[src/rtl/hole_alloc.sv]
module hole_alloc #(
  parameter int ENTRIES = 8,
  parameter int AW = 16,
  parameter int SW = 16,
  parameter int IW = $clog2(ENTRIES)
) (
  input  logic          clk,
  input  logic          rst_n,
  input  logic          wr_en,
  input  logic [IW-1:0] wr_idx,
  input  logic [AW-1:0] wr_base,
  input  logic [SW-1:0] wr_size,
  input  logic          req_valid,
  output logic          req_ready,
  input  logic [SW-1:0] req_size,
  input  logic [1:0]    req_policy,
  output logic          rsp_valid,
  output logic          rsp_ok,
  output logic [AW-1:0] rsp_addr
);

  logic [AW-1:0]      base_q [ENTRIES];
  logic [SW-1:0]      size_q [ENTRIES];
  logic [ENTRIES-1:0] vld_q;

  logic          busy_q;
  logic [IW-1:0] idx_q;
  logic [SW-1:0] rsize_q;
  logic [1:0]    pol_q;
  logic          hit_q;
  logic [IW-1:0] hit_idx_q;
  logic [SW-1:0] hit_size_q;

  logic          fits, first_mode, better, last, done, sel_ok;
  logic [IW-1:0] sel;

  assign req_ready  = !busy_q;
  assign fits       = vld_q[idx_q] && (size_q[idx_q] >= rsize_q) && (rsize_q != '0);
  assign first_mode = (pol_q == 2'd0) || (pol_q == 2'd3);
  assign better     = fits && (!hit_q ||
                      ((pol_q == 2'd1) ? (size_q[idx_q] < hit_size_q)
                                       : (size_q[idx_q] > hit_size_q)));
  assign last       = (idx_q == IW'(ENTRIES - 1));
  assign done       = busy_q && (last || (first_mode && fits));
  assign sel_ok     = better || hit_q;
  assign sel        = better ? idx_q : hit_idx_q;

  always_ff @(posedge clk) begin
    if (!rst_n) begin
      for (int i = 0; i < ENTRIES; i++) begin
        base_q[i] <= '0;
        size_q[i] <= '0;
      end
      vld_q      <= '0;
      busy_q     <= 1'b0;
      idx_q      <= '0;
      rsize_q    <= '0;
      pol_q      <= '0;
      hit_q      <= 1'b0;
      hit_idx_q  <= '0;
      hit_size_q <= '0;
      rsp_valid  <= 1'b0;
      rsp_ok     <= 1'b0;
      rsp_addr   <= '0;
    end else begin
      rsp_valid <= 1'b0;
      if (!busy_q) begin
        if (wr_en) begin
          base_q[wr_idx] <= wr_base;
          size_q[wr_idx] <= wr_size;
          vld_q[wr_idx]  <= (wr_size != '0);
        end
        if (req_valid) begin
          busy_q  <= 1'b1;
          idx_q   <= '0;
          rsize_q <= req_size;
          pol_q   <= req_policy;
          hit_q   <= 1'b0;
        end
      end else if (done) begin
        busy_q    <= 1'b0;
        rsp_valid <= 1'b1;
        rsp_ok    <= sel_ok;
        rsp_addr  <= sel_ok ? base_q[sel] : '0;
        if (sel_ok) begin
          base_q[sel] <= base_q[sel] + AW'(rsize_q);
          size_q[sel] <= size_q[sel] - rsize_q;
          if (size_q[sel] == rsize_q) vld_q[sel] <= 1'b0;
        end
      end else begin
        if (better) begin
          hit_q      <= 1'b1;
          hit_idx_q  <= idx_q;
          hit_size_q <= size_q[idx_q];
        end
        idx_q <= idx_q + 1'b1;
      end
    end
  end

endmodule

[config.mk]
export PLATFORM = sky130hd
export DESIGN_NAME = hole_alloc
export DESIGN_NICKNAME = d
export VERILOG_FILES = /design/src/rtl/hole_alloc.sv
export SDC_FILE = /design/constraint.sdc
export NUM_CORES = 1
export LEC_CHECK = 0
export BUFFER_PORTS_ARGS = -buffer_cell sky130_fd_sc_hd__buf_4
export CAP_MARGIN = 20
export CORE_UTILIZATION = 55
export CTS_BUF_LIST = sky130_fd_sc_hd__clkbuf_4
export DETAILED_ROUTE_END_ITERATION = 8
export PLACE_DENSITY_LB_ADDON = 0.12
export SKIP_LAST_GASP = 1
export SLEW_MARGIN = 0
export SYNTH_ARGS = -nofsm -noshare
export SYNTH_HDL_FRONTEND = slang
export SYNTH_SLANG_ARGS = --single-unit
[constraint.sdc]
create_clock -name clk -period 11.6 [get_ports clk]
set_clock_uncertainty 0.15 [all_clocks]
set_input_delay 2.32 -clock clk [delete_from_list [all_inputs] [get_ports clk]]
set_output_delay 2.32 -clock clk [all_outputs]
set_load 0.1 [all_outputs]
==> impl_results.md <==
- ANT nets after route: 0
- Hold depth: 2
- Syn avg cell area: between 10 and 15 um2
- Post-synth EDFFs: approximately 260
- WP data required: ~12 ns
- Multiplexer share of the synthesized area: 7.66%
- Critical path capture point: size_q[2][13]
- Antenna violations before repair: 1
- Synth Register Bits: around 330
- CTS max path bufs: 3
- Area of the core: ~30000 um2
- Setup crit start kind: register
- Buf/Inv on CP: 2
- Reg power frac: a little over two fifths
- Hold Path Class: register to register
- Die area: around 32000 um2
- Ys async rst share: 0%
- Max frequency: between 100 and 150 MHz
- Commonest non-fill, non-tap cell in the layout: nor2_1
- Sequential Area: between 9000 and 10000 um2
- Layout net count: roughly 1800
- FF-to-FF End: size_q[2][13]
- Clock-pin slew on the worst setup and hold paths: 0.06 ns
- TritonCTS clock tree: done
- H-tree depth: 3
- CTS resizes: 0
- Setup bufs post-CTS: 0
- Clock power share: 37.0%
- Largest delay share family, worst path: simple AND/OR/NAND/NOR gates
- First-pass GRT wire length: 85.6 mm
- Cell Pwr Density: 161 nW/um2
- Largest family of logic cells by synthesized area: simple AND/OR/NAND/NOR gates
- Drt drc: 0
- Synth Instances: 1574
- CP max FO: 17
- Vias in the first global route: between 10000 and 15000
- Fillers: ~2500
- Cell internal pwr: 2.17 mW
- Leak pwr: 7.25 nW
- Rel. slew slack: about a quarter
- Vias: approximately 14000
- Crit. path cell count: 24
- Starting Density: a little under three fifths
- Pre-CTS setup slack: 2.09 ns
- I/O pin cnt: 76
- Final hold vios: 0
- Total Wirelength: 58.9 mm
- Final period util: between 80 and 90%
- Hold_buf cts: 0
- Sw Share: around 30%
- DR WL/cell: approximately 27 um
- Gr usage total: roughly 38%
- FF-to-FF path depth: 24
- Area share of fa/ha/maj cells after synthesis: between 5 and 6%
- Most frequent cells in the layout: nor2_1, edfxtp_1, clkbuf_4
- Cell Area, Synth: 16900 um2
- Area Overhead vs Synth: 13.1%
- Largest net degree at the start of global routing: 64
- Row cnt: 63
- R2R setup slack: roughly 1.9 ns
- Slowest cell delay on critical path: 1.00 ns
- Final WS setup: 1.90 ns
- Top FF cell, synth: edfxtp_1
- Final setup fails: 0
- Die Y: approximately 180 um
- Net Count, Synth: 1700
- Worst path cell trace: buf_4, mux4_2, mux2_2, ha_1, nand4_1, or4_1, o21bai_1, o311ai_1, nand4_1, nand2_1, nand3_1, buf_4, o22ai_1, nor4_1, ha_1, a21boi_0, o21ai_0, a21oi_1, o21ai_0, a21oi_1, o41ai_1, xnor2_1, mux2i_1, nor2_1
- Root Buffer: clkbuf_4
- Layout cell share with drive strength beyond 1: roughly a fifth
- Logic pwr share: a little under a fifth
- Final TNS setup: 0 ns
- Clk_lat worst skew: a little over 0.8 ns
- Synth Area in Compound Gates: 14.1%
- Arrival time worst endpoint: approximately 10 ns
- Switch Pwr: approximately 0.92 mW
- Hpwl dp: about 37 mm
- Max Cap Violations: 0
- Port Buffer Count: 75
- Worst-margin pin slew: around 1.1 ns
- Area of the multi-input gates: ~7300 um2
- Min Clock Period, post-route: around 9.7 ns
- Aggregate global routing overflow: 0
- Peak VDD IR: around 0.00009 V
- Distinct cells, synth: between 80 and 90
- Die X: around 180 um
- Drt first pass iters: 7
- RSZ-0062 raised after global routing: no
- Max-slew violations: 0
- Critical path class: register to register
- Crit. End Element: register
- Post-Synth XOR/XNOR Area: less than 1%
- Status: finished clean
- Yosys warns: 0
- DRT iter0 DRCs: roughly 1900
- CTS Buf Count: between 80 and 90
- DR vias/cell: roughly 6.7
- Worst hold start: pol_q[1]
- Gpl congestion: roughly 1.0
- Clock sink total: roughly 330
- Register area share after synthesis: a little over half
- Synth Area in Simple Gates: approximately 15%
- Slowest CP cell: nand3_1
==> final cells by class <==
type	instances	area share, %
clock inverter	21	1.18
tap	390	2.55
clock buffer	135	5.29
timing repair buffer	112	4.43
multi-input combinational	1110	38.1
antenna	1	0.0131
sequential	327	47.5
inverter	48	0.940
==> logic make-up (layout without fill, tap and decap cells) <==
group / count (synthesis) / after routing
muxes: 81 / 81
buffers and inverters: 137 / 316
other: 0 / 1
AOI/OAI and AO/OA: 346 / 346
xor gates and xnor gates: 16 / 16
and+or+nand+nor: 598 / 598
adders and majority gates: 69 / 69
DFF: 327 / 327
==> cell usage after synthesis (all sizes together), types with 4 or more instances <==
library cell | instances | area share [%]
a221o | 8 | 0.47
and4 | 5 | 0.27
o221ai | 14 | 0.72
nand2 | 119 | 2.7
buf | 23 | 0.66
nor2 | 339 | 7.6
a21oi | 100 | 3.0
nor3 | 27 | 0.80
nand4 | 14 | 0.52
inv | 48 | 1.1
o21ai | 24 | 0.73
a21boi | 5 | 0.22
a22oi | 16 | 0.71
o22ai | 52 | 1.9
o21a | 4 | 0.18
ha | 67 | 4.9
mux2 | 29 | 1.9
xnor2 | 13 | 0.67
o22a | 11 | 0.57
or3 | 8 | 0.32
nand3 | 29 | 0.95
nand2b | 11 | 0.41
a31oi | 13 | 0.48
and2 | 6 | 0.22
a32oi | 4 | 0.21
dfxtp | 71 | 8.4
a21o | 15 | 0.66
a211oi | 24 | 1.2
o211ai | 5 | 0.22
a221oi | 9 | 0.47
o21bai | 6 | 0.27
nor4 | 19 | 0.70
mux2i | 17 | 1.1
mux4 | 35 | 4.7
and3 | 6 | 0.22
nor2b | 8 | 0.30
edfxtp | 256 | 45
clkbuf | 66 | 1.5
==> worst min-delay path by stage <==
stage,end,slack (ns)
after global placement,pol_q[1],0.30
after floorplan,pol_q[1],0.29
after CTS,pol_q[1],0.32
final,pol_q[1],0.31
after detailed placement,pol_q[1],0.31
after global routing,rsp_addr[3],0.33
==> layer usage <==
metal / vias up / global-route usage, % / routed length [um]
li1: 6180 / - / -
met1: 6906 / 49.4 / 21400
met2: 1142 / 58.0 / 26300
met3: 224 / 9.60 / 7990
met4: 0 / 20.8 / 3120
met5: - / 0 / 0
==> power groups by stage <==
stage          Combinational [mW]  Sequential [mW]  Clock (mW)
2_1_floorplan               0.393             1.36           0
3_3_place_gp                0.564             1.37           0
3_5_place_dp                0.573             1.37           0
4_1_cts                     0.577             1.35        1.15
5_1_grt                     0.633             1.35        1.21
6_report                    0.592             1.35        1.14
==> flip-flops by register name, summed over array words and instances, names as in the netlist, 2 cells and up, named ones only <==
| signal | count |
|---|---|
| base_q | 128 |
| hit_idx_q | 3 |
| hit_size_q | 16 |
| idx_q | 3 |
| pol_q | 2 |
| rsize_q | 16 |
| rsp_addr | 16 |
| size_q | 128 |
| vld_q | 8 |
==> tightest hold or removal path: cells and delay by family, from the launching register on <==
family / cells / cell delay [ns]
AOI/OAI and AO/OA: 1 / 0.06
DFF: 1 / 0.31
and+or+nand+nor: 1 / 0.05
==> through the flow <==
step | area (um2) | hold slack, ns | power, mW | std cells | utilization [%]
finish | 19200 | 0.313 | 3.09 | 2144 | 64.0
floorplan | 16900 | 0.286 | 1.75 | 1574 | -
CTS | 19200 | 0.316 | 3.08 | 2142 | 63.9
detailed placement | 17900 | 0.307 | 1.95 | 1986 | 59.8
global placement | 17900 | 0.296 | 1.94 | 1986 | 59.8
global route | 19200 | 0.331 | 3.20 | 2144 | 64.0
(Power assumes the default switching activity.)
